[config.mk]
export PLATFORM = sky130hd
export DESIGN_NAME = opbyte_decoder
export DESIGN_NICKNAME = d
export VERILOG_FILES = /design/src/rtl/idec_pkg.sv /design/src/rtl/idec_escape_decode.sv /design/src/rtl/idec_field_decode.sv /design/src/rtl/idec_word_collect.sv /design/src/rtl/opbyte_decoder.sv
export SDC_FILE = /design/constraint.sdc
export NUM_CORES = 1
export LEC_CHECK = 0
export ABC_CLOCK_PERIOD_IN_PS = 3040
export CAP_MARGIN = 20
export CORE_MARGIN = 1
export CORE_UTILIZATION = 49
export CTS_CLUSTER_DIAMETER = 80
export CTS_CLUSTER_SIZE = 12
export DETAILED_ROUTE_END_ITERATION = 12
export GPL_TIMING_DRIVEN = 0
export PLACE_DENSITY_LB_ADDON = 0.12
export SLEW_MARGIN = 5
export SYNTH_ARGS = -nofsm -noshare
export SYNTH_HDL_FRONTEND = slang
export SYNTH_HIERARCHICAL = 1
export SYNTH_SLANG_ARGS = --single-unit
export TNS_END_PERCENT = 50
[constraint.sdc]
create_clock -name clk -period 3.04 [get_ports clk]
set_input_delay 0.608 -clock clk [delete_from_list [all_inputs] [get_ports clk]]
set_output_delay 0.608 -clock clk [all_outputs]
set_load 0.01 [all_outputs]
[src/rtl/idec_pkg.sv]
`timescale 1ns/1ps
package idec_pkg;
  localparam int OPC_W  = 8;
  localparam int REG_W  = 2;
  localparam int MODE_W = 3;
  localparam int CLS_W  = 3;
  localparam int WORD_W = 16;

  typedef enum logic [3:0] {
    OP_OR   = 4'd0,  OP_AND  = 4'd1,  OP_CMP  = 4'd2,  OP_SUB  = 4'd3,
    OP_ADD  = 4'd4,  OP_LDR  = 4'd5,  OP_STR  = 4'd6,  OP_JUMP = 4'd7,
    OP_NOT  = 4'd8,  OP_BRK  = 4'd9,  OP_IRET = 4'd10, OP_HALT = 4'd11,
    OP_GET  = 4'd12, OP_PUT  = 4'd13, OP_ILL  = 4'd14, OP_PFX  = 4'd15
  } op_e;

  typedef enum logic [1:0] {
    PH_OPC  = 2'd0,
    PH_WORD = 2'd1,
    PH_EXT  = 2'd2
  } phase_e;

  typedef struct packed {
    op_e        op;
    logic       has_word;
    logic [1:0] len;
    logic       illegal;
    logic       prefix;
  } dec_t;

  // Modes 5,6,7 carry a trailing word.
  function automatic logic mode_has_word(input logic [MODE_W-1:0] m);
    return m[2] & (m[1] | m[0]);
  endfunction

  // Store class accepts only the memory modes 4,5,6.
  function automatic logic store_mode_ok(input logic [MODE_W-1:0] m);
    return m[2] & ~(m[1] & m[0]);
  endfunction

  function automatic logic [1:0] length_of(input logic pfx, input logic word);
    if (pfx)       return 2'd0;
    else if (word) return 2'd3;
    else           return 2'd1;
  endfunction
endpackage

[src/rtl/idec_escape_decode.sv]
`timescale 1ns/1ps
module idec_escape_decode
  import idec_pkg::*;
(
  input  logic [REG_W-1:0]  grp,
  input  logic [MODE_W-1:0] sel,
  output op_e               op,
  output logic              has_word,
  output logic              illegal
);
  always_comb begin
    op       = OP_ILL;
    has_word = 1'b0;
    illegal  = 1'b1;
    unique case (grp)
      2'd0: begin
        if (sel >= 3'd3) begin
          op      = op_e'(4'(OP_BRK) + 4'(sel - 3'd3));
          illegal = 1'b0;
        end
      end
      2'd1: begin
        if (sel != 3'd7) begin
          op       = OP_JUMP;
          has_word = 1'b1;
          illegal  = 1'b0;
        end
      end
      2'd2: begin
        if (sel != 3'd7) begin
          op       = OP_NOT;
          has_word = mode_has_word(sel);
          illegal  = 1'b0;
        end
      end
      default: ;
    endcase
  end
endmodule

[src/rtl/idec_field_decode.sv]
`timescale 1ns/1ps
module idec_field_decode
  import idec_pkg::*;
#(
  parameter logic [OPC_W-1:0] PREFIX_CODE = 8'hFF
) (
  input  logic [OPC_W-1:0]  opc,
  output dec_t              dec,
  output logic [REG_W-1:0]  rsel,
  output logic [MODE_W-1:0] msel
);
  localparam int CLS_LSB = REG_W + MODE_W;

  logic [CLS_W-1:0] cls;
  op_e              esc_op;
  logic             esc_word;
  logic             esc_ill;
  logic             is_pfx;

  assign cls    = opc[CLS_LSB +: CLS_W];
  assign rsel   = opc[MODE_W +: REG_W];
  assign msel   = opc[MODE_W-1:0];
  assign is_pfx = (opc == PREFIX_CODE);

  idec_escape_decode u_esc (
    .grp      (rsel),
    .sel      (msel),
    .op       (esc_op),
    .has_word (esc_word),
    .illegal  (esc_ill)
  );

  always_comb begin
    dec.prefix   = 1'b0;
    dec.illegal  = 1'b0;
    dec.has_word = 1'b0;
    dec.op       = OP_ILL;
    if (is_pfx) begin
      dec.op     = OP_PFX;
      dec.prefix = 1'b1;
    end else if (cls == '0) begin
      dec.op       = esc_op;
      dec.has_word = esc_word;
      dec.illegal  = esc_ill;
    end else if (cls == '1) begin
      if (store_mode_ok(msel)) begin
        dec.op       = OP_STR;
        dec.has_word = mode_has_word(msel);
      end else begin
        dec.illegal = 1'b1;
      end
    end else begin
      dec.op       = op_e'(4'(cls) - 4'd1);
      dec.has_word = mode_has_word(msel);
    end
    dec.len = length_of(dec.prefix, dec.has_word);
  end
endmodule

[src/rtl/idec_word_collect.sv]
`timescale 1ns/1ps
module idec_word_collect
  import idec_pkg::*;
#(
  parameter int W = WORD_W
) (
  input  logic          clk,
  input  logic          rst_n,
  input  logic          in_valid,
  input  logic [7:0]    in_byte,
  input  logic          start_word,
  input  logic          start_ext,
  output phase_e        phase,
  output logic          wvalid,
  output logic [W-1:0]  wvalue
);
  localparam int NB    = W / 8;
  localparam int CNT_W = (NB > 1) ? $clog2(NB) : 1;
  localparam logic [CNT_W-1:0] LAST = CNT_W'(NB - 1);

  logic [CNT_W-1:0] cnt;
  logic             last_byte;

  assign last_byte = in_valid && (phase == PH_WORD) && (cnt == LAST);

  always_ff @(posedge clk) begin
    if (!rst_n) begin
      phase  <= PH_OPC;
      cnt    <= '0;
      wvalue <= '0;
      wvalid <= 1'b0;
    end else begin
      wvalid <= 1'b0;
      if (in_valid) begin
        unique case (phase)
          PH_OPC: begin
            if (start_ext) phase <= PH_EXT;
            else if (start_word) begin
              phase <= PH_WORD;
              cnt   <= '0;
            end
          end
          PH_WORD: begin
            wvalue <= {in_byte, wvalue[W-1:8]};
            if (cnt == LAST) begin
              phase  <= PH_OPC;
              wvalid <= 1'b1;
            end else begin
              cnt <= cnt + 1'b1;
            end
          end
          default: phase <= PH_OPC;
        endcase
      end
    end
  end

  p_pulse_after_last_r9: assert property (@(posedge clk) disable iff (!rst_n)
    wvalid |-> $past(last_byte));
  p_pulse_single_r9: assert property (@(posedge clk) disable iff (!rst_n)
    wvalid |=> !wvalid);
  p_enter_word_r10: assert property (@(posedge clk) disable iff (!rst_n)
    (in_valid && phase == PH_OPC && start_word && !start_ext) |=> phase == PH_WORD);
  p_ext_one_byte_r8: assert property (@(posedge clk) disable iff (!rst_n)
    (in_valid && phase == PH_EXT) |=> phase == PH_OPC);
  p_idle_holds_r9: assert property (@(posedge clk) disable iff (!rst_n)
    !in_valid |=> $stable(phase));
endmodule

[src/rtl/opbyte_decoder.sv]
`timescale 1ns/1ps
module opbyte_decoder
  import idec_pkg::*;
#(
  parameter logic [7:0] PREFIX_CODE = 8'hFF
) (
  input  logic        clk,
  input  logic        rst_n,
  input  logic        in_valid,
  input  logic [7:0]  in_byte,
  output logic        dec_valid,
  output logic [3:0]  op_code,
  output logic [1:0]  reg_sel,
  output logic [2:0]  mode_sel,
  output logic        has_word,
  output logic [1:0]  inst_len,
  output logic        illegal,
  output logic        prefix,
  output logic        ext_valid,
  output logic        word_valid,
  output logic [15:0] word_value
);
  dec_t   dec;
  phase_e phase;
  logic   opc_phase;
  logic   start_word;
  logic   start_ext;

  idec_field_decode #(.PREFIX_CODE(PREFIX_CODE)) u_fields (
    .opc  (in_byte),
    .dec  (dec),
    .rsel (reg_sel),
    .msel (mode_sel)
  );

  assign opc_phase  = (phase == PH_OPC);
  assign dec_valid  = in_valid && opc_phase;
  assign start_word = dec.has_word;
  assign start_ext  = dec.prefix;
  assign ext_valid  = in_valid && (phase == PH_EXT);

  assign op_code  = 4'(dec.op);
  assign has_word = dec.has_word;
  assign inst_len = dec.len;
  assign illegal  = dec_valid && dec.illegal;
  assign prefix   = dec_valid && dec.prefix;

  idec_word_collect #(.W(WORD_W)) u_collect (
    .clk        (clk),
    .rst_n      (rst_n),
    .in_valid   (in_valid),
    .in_byte    (in_byte),
    .start_word (start_word),
    .start_ext  (start_ext),
    .phase      (phase),
    .wvalid     (word_valid),
    .wvalue     (word_value)
  );

  p_prefix_not_illegal_r8: assert property (@(posedge clk) disable iff (!rst_n)
    !(prefix && illegal));
  p_illegal_short_r4: assert property (@(posedge clk) disable iff (!rst_n)
    illegal |-> (!has_word && inst_len == 2'd1));
  p_decode_only_opc_r10: assert property (@(posedge clk) disable iff (!rst_n)
    !(dec_valid && ext_valid));
  p_after_illegal_opc_r10: assert property (@(posedge clk) disable iff (!rst_n)
    illegal |=> opc_phase);
  p_jump_has_word_r6: assert property (@(posedge clk) disable iff (!rst_n)
    (dec_valid && op_code == 4'd7) |-> (has_word && inst_len == 2'd3));
endmodule

=== Word level (Yosys, flattened, before mapping) ===
Cells that the tools add are included.

* Bits in registers: 20

* Add/subtract/negate cells: 4
* $lt $le $gt $ge: 1
* Equality and inequality tests: 11
* Multiplexer cells: 31
* Bitwise gates (word level): 5
* Reductions and logical operators: 13

{| class="wikitable"
|+ Operators by type and width
! cell !! count
|-
| 5-bit two-way mux || 3
|-
| 1-bit two-way mux || 14
|-
| 4-bit two-way mux || 3
|-
| 4-bit one-hot mux with 3 select lines || 1
|-
| 2-bit two-way mux || 5
|-
| 8-bit == test (second input constant) || 1
|-
| 1-bit one-hot mux with 2 select lines || 3
|-
| 3-bit AND reduction || 2
|-
| 4-bit adder (first input constant) || 1
|-
| 2-bit by 1-bit == test with 1-bit output (second input constant) || 2
|-
| 2-bit == test (second input constant) || 2
|-
| 1-bit logical AND || 4
|-
| 2-bit logical NOT || 2
|-
| 2-bit inequality test (second input constant) || 2
|-
| 2-bit one-hot mux with 2 select lines || 1
|-
| 4-bit AND reduction || 1
|-
| 3-bit by 1-bit subtractor with 4-bit output (second input constant) || 1
|-
| 3-bit by 2-bit subtractor with 4-bit output (second input constant) || 1
|-
| 1-bit AND || 3
|-
| 3-bit == test (second input constant) || 1
|-
| 3-bit by 2-bit greater-or-equal comparator with 1-bit output (second input constant) || 1
|-
| 3-bit logical NOT || 1
|-
| 3-bit two-way mux || 1
|-
| 3-bit by 2-bit inequality test with 1-bit output (second input constant) || 1
|-
| 8 further kinds || 8
|}

=== Logic depth before layout (Yosys ltp) ===
Gate-level depths: netlist (run 1).

* Word-level depth: 10
* Mapped depth: 10
* Depth with buffers taken out: 9

=== Modules after synthesis ===
The synthesis (run 1) kept the hierarchy.

{| class="wikitable"
|+ Modules (own cells, without submodules)
! module !! times used !! cells an instance !! area each (um^2)
|-
| idec_word_collect || 1 || 77 || 795.8
|-
| idec_field_decode || 1 || 37 || 269.0
|-
| idec_escape_decode || 1 || 31 || 195.2
|-
| opbyte_decoder || 1 || 4 || 42.5
|}

=== Worst setup path before layout (run 1) ===
OpenSTA, ideal clock, no wires.

* Path kind: input port to output port
* Start point: input in_byte[5]
* End point: output has_word
* Data arrival time: 1.818 ns
* Slack: 0.614 ns
* Stages: 7
* Path through: inv_1 -> ha_1 -> ha_1 -> buf_6 -> o21a_1 -> nor3_1 -> buf_4

* Cells in the longest elaborated chain, start to end: 4
* Elaborated cells on any way between the ends: 6
* Classes of those cells: 2 x eq/ne; 3 x mux; 1 x reduce/logical

{| class="wikitable"
|+ Ends and longest elaborated chain
! item !! line !! text
|-
| start, declared || opbyte_decoder.sv:10 || <nowiki>input logic [7:0] in_byte,</nowiki>
|-
| 3-bit == test || idec_field_decode.sv:45 || <nowiki>end else if (cls == '1) begin</nowiki>
|-
| 5-bit two-way mux || idec_field_decode.sv:45 ||
|-
| 5-bit two-way mux || idec_field_decode.sv:41 || <nowiki>end else if (cls == '0) begin</nowiki>
|-
| 1-bit two-way mux * || idec_field_decode.sv:38 || <nowiki>if (is_pfx) begin</nowiki>
|-
| end, declared || opbyte_decoder.sv:15 || <nowiki>output logic has_word,</nowiki>
|}

Mark *: on every way between the ends. The rest lies on a longest branch, timed or not.

==> results of run 1 <==
-- cells by family (layout without fill, tap and decap cells) --
kind of cell | after synthesis | count (layout) | share of synthesized area
and+or+nand+nor | 60 | 60 | 0.258
adders and majority gates | 7 | 7 | 0.0672
muxes | 16 | 16 | 0.123
buffers and inverters | 23 | 70 | 0.118
DFF | 20 | 20 | 0.307
AOI/OAI and AO/OA | 23 | 23 | 0.126
-- critical path: stages --
cell and delay (ps):
clkdlybuf4s15_1 350, nand2_1 210, nor3_4 310, buf_4 180, and4bb_2 210, clkdlybuf4s50_1 530
-- layer usage --
metal  share of wire  track usage
met3           0.036       0.0254
met2            0.51        0.429
met1            0.44        0.282
met4           0.015        0.101
met5               0            0
-- placed cells by master, fill, tap and decap left out, drive strengths merged, types with 2 or more instances in the layout --
| master | Yosys | final |
|---|---|---|
| nand4 | 2 | 2 |
| and4bb | 5 | 5 |
| mux2i | 16 | 16 |
| o21a | 2 | 2 |
| clkdlybuf4s15 | 0 | 7 |
| dlygate4sd2 | 0 | 4 |
| nor2b | 4 | 4 |
| a211oi | 2 | 2 |
| clkbuf | 1 | 5 |
| ha | 7 | 7 |
| and3b | 2 | 2 |
| nor3 | 3 | 3 |
| or2 | 2 | 2 |
| dfxtp | 20 | 20 |
| o21ai | 6 | 6 |
| nand2 | 35 | 35 |
| buf | 13 | 13 |
| a21oi | 5 | 5 |
| clkdlybuf4s50 | 0 | 30 |
| inv | 9 | 9 |
| and3 | 2 | 2 |
| dlymetal6s2s | 0 | 2 |
-- final timing paths --
kind | depth (start not counted) | endpoint | startpoint | slack (ps)
worst max register to register | 4 | u_collect/wvalue[9] | u_collect/phase[0] | 1780
worst max-delay path | 6 | prefix | in_byte[0] | 30
worst min register to register | 2 | u_collect/wvalue[3] | u_collect/wvalue[3] | 470
worst min-delay path | 2 | u_collect/wvalue[3] | u_collect/wvalue[3] | 470
-- metrics by stage --
step / area, um2 / power [mW] / instances
after global routing: 1840 / 0.600 / 226
after detailed placement: 1770 / 0.428 / 222
final: 1840 / 0.570 / 226
after floorplan: 1300 / 0.358 / 149
after global placement: 1770 / 0.424 / 222
after CTS: 1830 / 0.573 / 226
-- registers in the layout (all words and copies together) (netlist names) --
register          flops
u_collect/wvalue     16
u_collect/phase       2
u_collect/cnt         1
u_collect/wvalid      1
-- final cells by class --
type | instances | area (um2) | area share
Inverter | 9 | 33.8 | 0.0184
Buffer | 14 | 120 | 0.0653
Sequential cell | 20 | 400 | 0.218
Clock buffer | 4 | 36.3 | 0.0197
Timing Repair Buffer | 43 | 438 | 0.238
Tap cell | 30 | 37.5 | 0.0204
Multi-Input combinational cell | 106 | 774 | 0.421
-- what timing repair did --
action | 4_1_cts | 5_1_grt
gates resized for setup | 28 | 4
pin swaps | 2 | 0
cloned | 0 | 0
setup endpoints to repair | 8 | 4
-- power by group through the flow --
stage                     Sequential, mW  Clock, mW  Combinational [mW]
final                              0.272      0.147               0.150
after global routing               0.273      0.165               0.162
after CTS                          0.272      0.151               0.150
after detailed placement           0.278          0               0.150
after global placement             0.277          0               0.147
after floorplan                    0.279          0              0.0797
==> impl_metrics.ini, run 1 <==
[run_status]
status = finished clean

[die]
num_rows = 18
die_area_um2 = 2870
start_util = 0.521
ios = 44
dieHeight_um = 53.6
core_um2 = 2500
die_w_um = 53.6

[clock_network]
clock_latency_ps = 290
clk_transition_reported_paths_ps = 100
numClockSinks = 20
cts_made_buffers = 3
cts_root_buf = clkbuf_4
htree_levels = 1
cts_max_path_buffers = 2
post_cts_buffers = 0
hold_buffers = 0
cts_tree = yes

[synth]
synth_flop_cell = dfxtp_1
yosys_register_bits = 20
yosys-top-cells-count = nand2_1, dfxtp_1, mux2i_1
synth_top_area_share = 0.307
synth-edff-count = 0
ys_types = 39
yosysTopAreaCell = dfxtp_1
syn_area_um2 = 1300
yosysMostFrequentCell = nand2_1
syn-num-nets = 167
synth.avg_cell_area_um2 = 8.74
syn_inst = 149
synthTopCellsByArea = dfxtp_1, mux2i_1, nand2_1
async_reset_ff_frac = 0
synth-seq-area-share = 0.307
ys_warn_count = 6

[hold_path]
hold_path_class = flop to flop

[power]
peakVddDrop_uv = 339
power.leakage_nw = 0.760
power.density_nw_per_um2 = 310
p_seq_frac = 0.478
p_clk_frac = 0.259
intPower_mw = 0.417
switchingPower_mw = 0.153
swShare = 0.268
p_comb_frac = 0.264

[route]
drc_errors = 0
drtAntennaViolNets = 0
wirelength_um = 3180
wire_per_inst_um = 14.1
drt_pass1_iterations = 4
num_vias = 1251
drt_iter0_drc = 28
viasPerCell = 5.54

[global_routing]
antenna_found_initial = 0
grt_pass1_vias = 1194
grt_pass1_wl_um = 5060
grt.overflow.total = 0
grt.total_usage = 0.237
grt_max_degree = 12

[worst_setup_path]
worst-path-max-fanout = 10
cp-end-kind = primary output
worstPathArrival_ps = 2410
crit_required_ps = 2430
worstSetupStartpointType = input port
path_class = input port to primary output

[place]
dp_slack_ps = -668
globalplace.congestion = 0.708
dpl.hpwl_um = 2360
portBuffers = 43

[sta]
maxSlewHeadroom = 0.732
rsz0062_at_grt = yes
finClkSkew_ps = 6.65
finalSetupViolCount = 0
hold_violations = 0
slew_violations = 0
setup_tns_ps = 0
fin_ws_ps = 25.4
fmax_ghz = 0.332
holdWs_ps = 469
fin_crit_ps = 3010
max_slew.worst_pin.slew_ps = 402
finalCritPeriodShare = 0.992

[layout]
syn2layout_area_growth_pct = 41.3
drive_above_1_share = 0.199
fill_cells = 207
diodes = 0
nets = 215
fin_util = 0.736

[flow_run]
cap_viol_max_count = 0
Power figures use the tool's default switching activity.
==> inputs of run 2 (changes only) <==
--- a/config.mk
+++ b/config.mk
@@ -8,12 +8,12 @@
 export ABC_CLOCK_PERIOD_IN_PS = 3040
 export CAP_MARGIN = 20
 export CORE_MARGIN = 1
-export CORE_UTILIZATION = 49
+export CORE_UTILIZATION = 33
 export CTS_CLUSTER_DIAMETER = 80
 export CTS_CLUSTER_SIZE = 12
 export DETAILED_ROUTE_END_ITERATION = 12
 export GPL_TIMING_DRIVEN = 0
-export PLACE_DENSITY_LB_ADDON = 0.12
+export PLACE_DENSITY = 0.69
 export SLEW_MARGIN = 5
 export SYNTH_ARGS = -nofsm -noshare
 export SYNTH_HDL_FRONTEND = slang
==> impl_metrics.ini, run 2 (synthesis results as in run 1) <==
[run_status]
status = finished clean

[place]
dpl.hpwl_um = 2220
placedCellCount = 240
portBuffers = 43
globalplace.congestion = 0.831

[die]
start_util = 0.351
dieHeight_um = 64.8
die_area_um2 = 4200
num_rows = 22
core_um2 = 3720
die_w_um = 64.8
ios = 44

[power]
peakVddDrop_uv = 303
p_total_mw = 0.680
power.leakage_nw = 0.782
intPower_mw = 0.519
power.density_nw_per_um2 = 356
p_comb_frac = 0.216
p_clk_frac = 0.384
switchingPower_mw = 0.161
swShare = 0.237
p_seq_frac = 0.400

[layout]
diodes = 0
fill_cells = 375
syn2layout_area_growth_pct = 46.7
final_cells = 246
fin_util = 0.514
largest_reg_flops = 16
layout_commonest_cell = nand2_1
layout_common_cells = nand2_1, clkdlybuf4s50_1, dfxtp_1
reg.largest.list = u_collect/wvalue x16, u_collect/phase x2
max_flop_register = u_collect/wvalue
drive_above_1_share = 0.207
nets = 217

[clock_network]
cts_max_path_buffers = 2
clock_latency_ps = 260
htree_levels = 1
cts_root_buf = clkbuf_8
cts_tree = yes
cts_made_buffers = 3
hold_buffers = 0
numClockSinks = 20
clk_transition_reported_paths_ps = 60

[hold_path]
min_to = u_collect/wvalue[6]
hold_path_class = flop to flop
hold_path_depth = 2
min_from = u_collect/wvalue[6]

[global_routing]
grt.overflow.total = 0
antenna_found_initial = 0
grt_max_degree = 13
grt_pass1_wl_um = 5090
grt.total_usage = 0.152
grt_pass1_vias = 1086

[worst_setup_path]
worstPathCellList = clkdlybuf4s15_1 > nand2_1 > nor3_4 > buf_4 > and4bb_2 > clkdlybuf4s50_1
timing.rr.end = u_collect/wvalue[5]
crit_required_ps = 2430
worst-path-max-fanout = 10
path_buf_inv = 3
cp_slowest_cell = clkdlybuf4s50_1
critPathTopFamily = buffers and inverters
worstSetupStartpointType = input port
reg2regPathDepth = 4
cp-end-kind = primary output
r2r_slack_ps = 1820
worstReg2RegStart = u_collect/phase[1]
path_class = input port to primary output
worstPathArrival_ps = 2330
crit_path_max_incr_delay_ps = 530

[sta]
finClkSkew_ps = 10.6
finalSetupViolCount = 0
holdWs_ps = 462
hold_violations = 0
fin_crit_ps = 2940
maxSlewHeadroom = 0.729
setup_tns_ps = 0
finalCritPeriodShare = 0.967
max_slew.worst_pin.slew_ps = 406
slew_violations = 0
fmax_ghz = 0.340

[route]
drt_iter0_drc = 47
top_layer_used = met4
wirelength_um = 3020
wl_met2_um = 1410
drtAntennaViolNets = 0
num_vias = 1185
wl_met3_um = 106
wl_met1_um = 1470
wire_per_inst_um = 12.3
viasPerCell = 4.82
drc_errors = 0
drt_pass1_iterations = 4

[flow_run]
cap_viol_max_count = 0
-- run 2: cell count changes in the layout (fill, tap and decap cells not counted) --
cell             before  now
clkdlybuf4s50_1      30   29
inv_1                 8    9
dlymetal6s2s_1        2    1
buf_4                 7    9
bufinv_16             0    1
dlygate4sd2_1         4    6
ha_1                  7    6
clkbuf_4              3    0
ha_2                  0    1
clkbuf_8              1    3
inv_2                 1    0
-- run 2: worst max-delay path by stage --
stage	cells past startpoint	startpoint	endpoint	slack, ps
final	6	in_byte[0]	prefix	100
after global routing	6	in_byte[0]	prefix	-2
after CTS	7	in_byte[3]	op_code[3]	3
after detailed placement	9	in_byte[5]	illegal	-690
after global placement	9	in_byte[5]	illegal	-680
after floorplan	7	in_byte[5]	has_word	610
-- run 2: repair_timing --
item | 4_1_cts | 5_1_grt
setup endpoints to repair | 8 | 2
resized for setup | 30 | 3
setup buffers | 0 | 2
pin swaps | 2 | 1
-- run 2: final cells by class --
type	instances	area (um2)	area share
plain buffers	14	120	0.0629
clock buffers	3	41.3	0.0216
clock inverters	1	30.0	0.0157
inverters	9	33.8	0.0177
multi-input cells	106	777	0.407
flip-flops and latches	20	400	0.210
well taps	48	60.1	0.0314
repair buffers	45	448	0.234
-- run 2: layer usage --
layer  vias to the layer above  track usage
met5                         -            0
met4                         0       0.0667
met3                         4       0.0176
met2                        28        0.245
met1                       543        0.203
li1                        610            -
-- run 2: metrics by stage --
step	cell area (um2)	worst slack [ps]
after global placement	1790	-683
after detailed placement	1790	-691
after floorplan	1300	614
after CTS	1890	3.21
after global routing	1910	-1.94
final	1910	101
-- run 2: power groups by stage --
stage / logic (mW) / registers, mW / clock network [mW]
6_report: 0.147 / 0.272 / 0.261
5_1_grt: 0.161 / 0.273 / 0.275
4_1_cts: 0.147 / 0.272 / 0.267
3_5_place_dp: 0.150 / 0.278 / 0
3_3_place_gp: 0.149 / 0.278 / 0
2_1_floorplan: 0.0797 / 0.279 / 0
-- run 2: worst register-to-register path, stage by stage (launching register included) --
cell	delay (ps)
dfxtp_1	470
and3b_1	230
buf_6	150
buf_12	150
mux2i_1	110
==> inputs of run 3 (changes only) <==
--- a/config.mk
+++ b/config.mk
@@ -5,15 +5,18 @@
 export SDC_FILE = /design/constraint.sdc
 export NUM_CORES = 1
 export LEC_CHECK = 0
-export ABC_CLOCK_PERIOD_IN_PS = 3040
+export ABC_CLOCK_PERIOD_IN_PS = 3450
 export CAP_MARGIN = 20
+export CELL_PAD_IN_SITES_DETAIL_PLACEMENT = 0
+export CELL_PAD_IN_SITES_GLOBAL_PLACEMENT = 1
 export CORE_MARGIN = 1
 export CORE_UTILIZATION = 33
 export CTS_CLUSTER_DIAMETER = 80
 export CTS_CLUSTER_SIZE = 12
 export DETAILED_ROUTE_END_ITERATION = 12
 export GPL_TIMING_DRIVEN = 0
-export PLACE_DENSITY = 0.69
+export PLACE_DENSITY = 0.88
+export RECOVER_POWER = 50
 export SLEW_MARGIN = 5
 export SYNTH_ARGS = -nofsm -noshare
 export SYNTH_HDL_FRONTEND = slang
==> constraint.sdc (replaced) <==
create_clock -name clk -period 3.45 [get_ports clk]
set_input_delay 0.69 -clock clk [delete_from_list [all_inputs] [get_ports clk]]
set_output_delay 0.69 -clock clk [all_outputs]
set_load 0.01 [all_outputs]
==> impl_metrics.ini, run 3 (synthesis results as in run 1) <==
[run_status]
status = finished clean

[worst_setup_path]
path_class = input port to primary output
crit_path_max_incr_delay_ps = 530
worstPathCellList = dlygate4sd2_1 > inv_1 > ha_1 > nand2_1 > o221ai_1 > and2_1 > o21ba_1 > and4bb_2 > clkdlybuf4s50_1
crit_path_start = in_byte[4]
worstReg2RegStart = u_collect/phase[0]
reg2regPathDepth = 4
r2r_slack_ps = 1860
worst-path-max-fanout = 6
worstSetupStartpointType = input port
cp-end-kind = primary output
worstPathArrival_ps = 2660
cp_slowest_cell = clkdlybuf4s50_1
crit_required_ps = 2760
timing.rr.end = u_collect/wvalue[12]
setup.worst_path.end = illegal

[sta]
maxSlewHeadroom = 0.576
fmax_ghz = 0.299
finalSetupViolCount = 0
rsz0062_at_grt = no
fin_crit_ps = 3350
finalCritPeriodShare = 0.970
fin_ws_ps = 103
hold_violations = 0
setup_tns_ps = 0
holdWs_ps = 456
slew_violations = 0
finClkSkew_ps = 1.12
max_slew.worst_pin.slew_ps = 636

[die]
core_um2 = 3720
ios = 44
dieHeight_um = 64.8
num_rows = 22
die_w_um = 64.8
die_area_um2 = 4200
start_util = 0.351

[route]
num_vias = 1187
viasPerCell = 4.88
drtAntennaViolNets = 0
drc_errors = 0
wire_per_inst_um = 12.3
drt_pass1_iterations = 4
drt_iter0_drc = 57
wirelength_um = 3000

[layout]
final_area_um2 = 1820
nets = 215
layout_commonest_cell = nand2_1
largest_reg_flops = 16
reg.largest.list = u_collect/wvalue x16, u_collect/phase x2
diodes = 0
syn2layout_area_growth_pct = 39.4
drive_above_1_share = 0.159
layout_common_cells = nand2_1, dfxtp_1, dlygate4sd3_1
fin_util = 0.489
fill_cells = 374
max_flop_register = u_collect/wvalue

[clock_network]
htree_levels = 1
hold_buffers = 0
clk_transition_reported_paths_ps = 60
numClockSinks = 20
cts_tree = yes
ctsResizeCount = 11
clock_latency_ps = 250
cts_made_buffers = 3
post_cts_buffers = 0
cts_max_path_buffers = 2
cts_root_buf = clkbuf_8

[place]
dpl.hpwl_um = 2290
globalplace.congestion = 0.794
place_area_um2 = 1790
dp_slack_ps = -406
portBuffers = 43

[flow_run]
cap_viol_max_count = 0

[global_routing]
grt.overflow.total = 0
grt_pass1_vias = 1182
antenna_found_initial = 0
grt_pass1_wl_um = 5100
grt.total_usage = 0.154
grt_max_degree = 12

[power]
power.leakage_nw = 0.789
peakVddDrop_uv = 173
power.density_nw_per_um2 = 282

[hold_path]
hold_path_class = flop to flop
hold_path_depth = 2
==> run 3: cell types whose count changed in the layout (fill, tap and decap cells not counted), moves of 2 or more <==
cell,before,now
clkdlybuf4s50_1,29,17
dlygate4sd3_1,0,18
buf_4,9,7
clkdlybuf4s15_2,6,0
clkbuf_2,0,3
==> run 3: critical path: cells and delay by family <==
| kind | cells | cell delay [ps] |
|---|---|---|
| AND/OR/NAND/NOR | 3 | 450 |
| adder cells (fa/ha/maj) | 1 | 300 |
| AO/OA/AOI/OAI | 2 | 280 |
| buffers and inverters | 3 | 950 |
==> run 3: where the power goes <==
group	leakage [nW]	internal (mW)	switching (mW)	total, mW
combinational	0.606	0.0649	0.0617	0.127
clock	0.0216	0.0776	0.0680	0.146
sequential	0.162	0.236	0.00355	0.239
total	0.789	0.378	0.133	0.512
==> run 3: stage by stage <==
step / power (mW) / instances
floorplan: 0.316 / 149
CTS: 0.523 / 243
global placement: 0.374 / 240
finish: 0.512 / 243
global route: 0.538 / 243
detailed placement: 0.377 / 240
==> run 3: worst min path at each step <==
stage	startpoint	to	slack (ps)
floorplan	u_collect/cnt	u_collect/cnt	440
global route	u_collect/wvalue[0]	u_collect/wvalue[0]	480
finish	u_collect/wvalue[2]	u_collect/wvalue[2]	460
global placement	u_collect/wvalue[4]	u_collect/wvalue[4]	450
detailed placement	u_collect/wvalue[4]	u_collect/wvalue[4]	450
CTS	u_collect/wvalue[2]	u_collect/wvalue[2]	460
==> run 3: routing by layer <==
| layer | routed length, um | global-route usage |
|---|---|---|
| met5 | 0 | 0 |
| met4 | 42 | 0.0667 |
| met3 | 117 | 0.0211 |
| met2 | 1410 | 0.266 |
| met1 | 1430 | 0.189 |
==> run 3: final cells by class <==
cell class                      instances  area, um2  area share
Buffer                                 14        113      0.0620
Clock buffer                            3       41.3      0.0227
Inverter                                9       33.8      0.0186
Multi-Input combinational cell        106        758       0.418
Sequential cell                        20        400       0.221
Tap cell                               48       60.1      0.0331
Timing Repair Buffer                   43        409       0.225
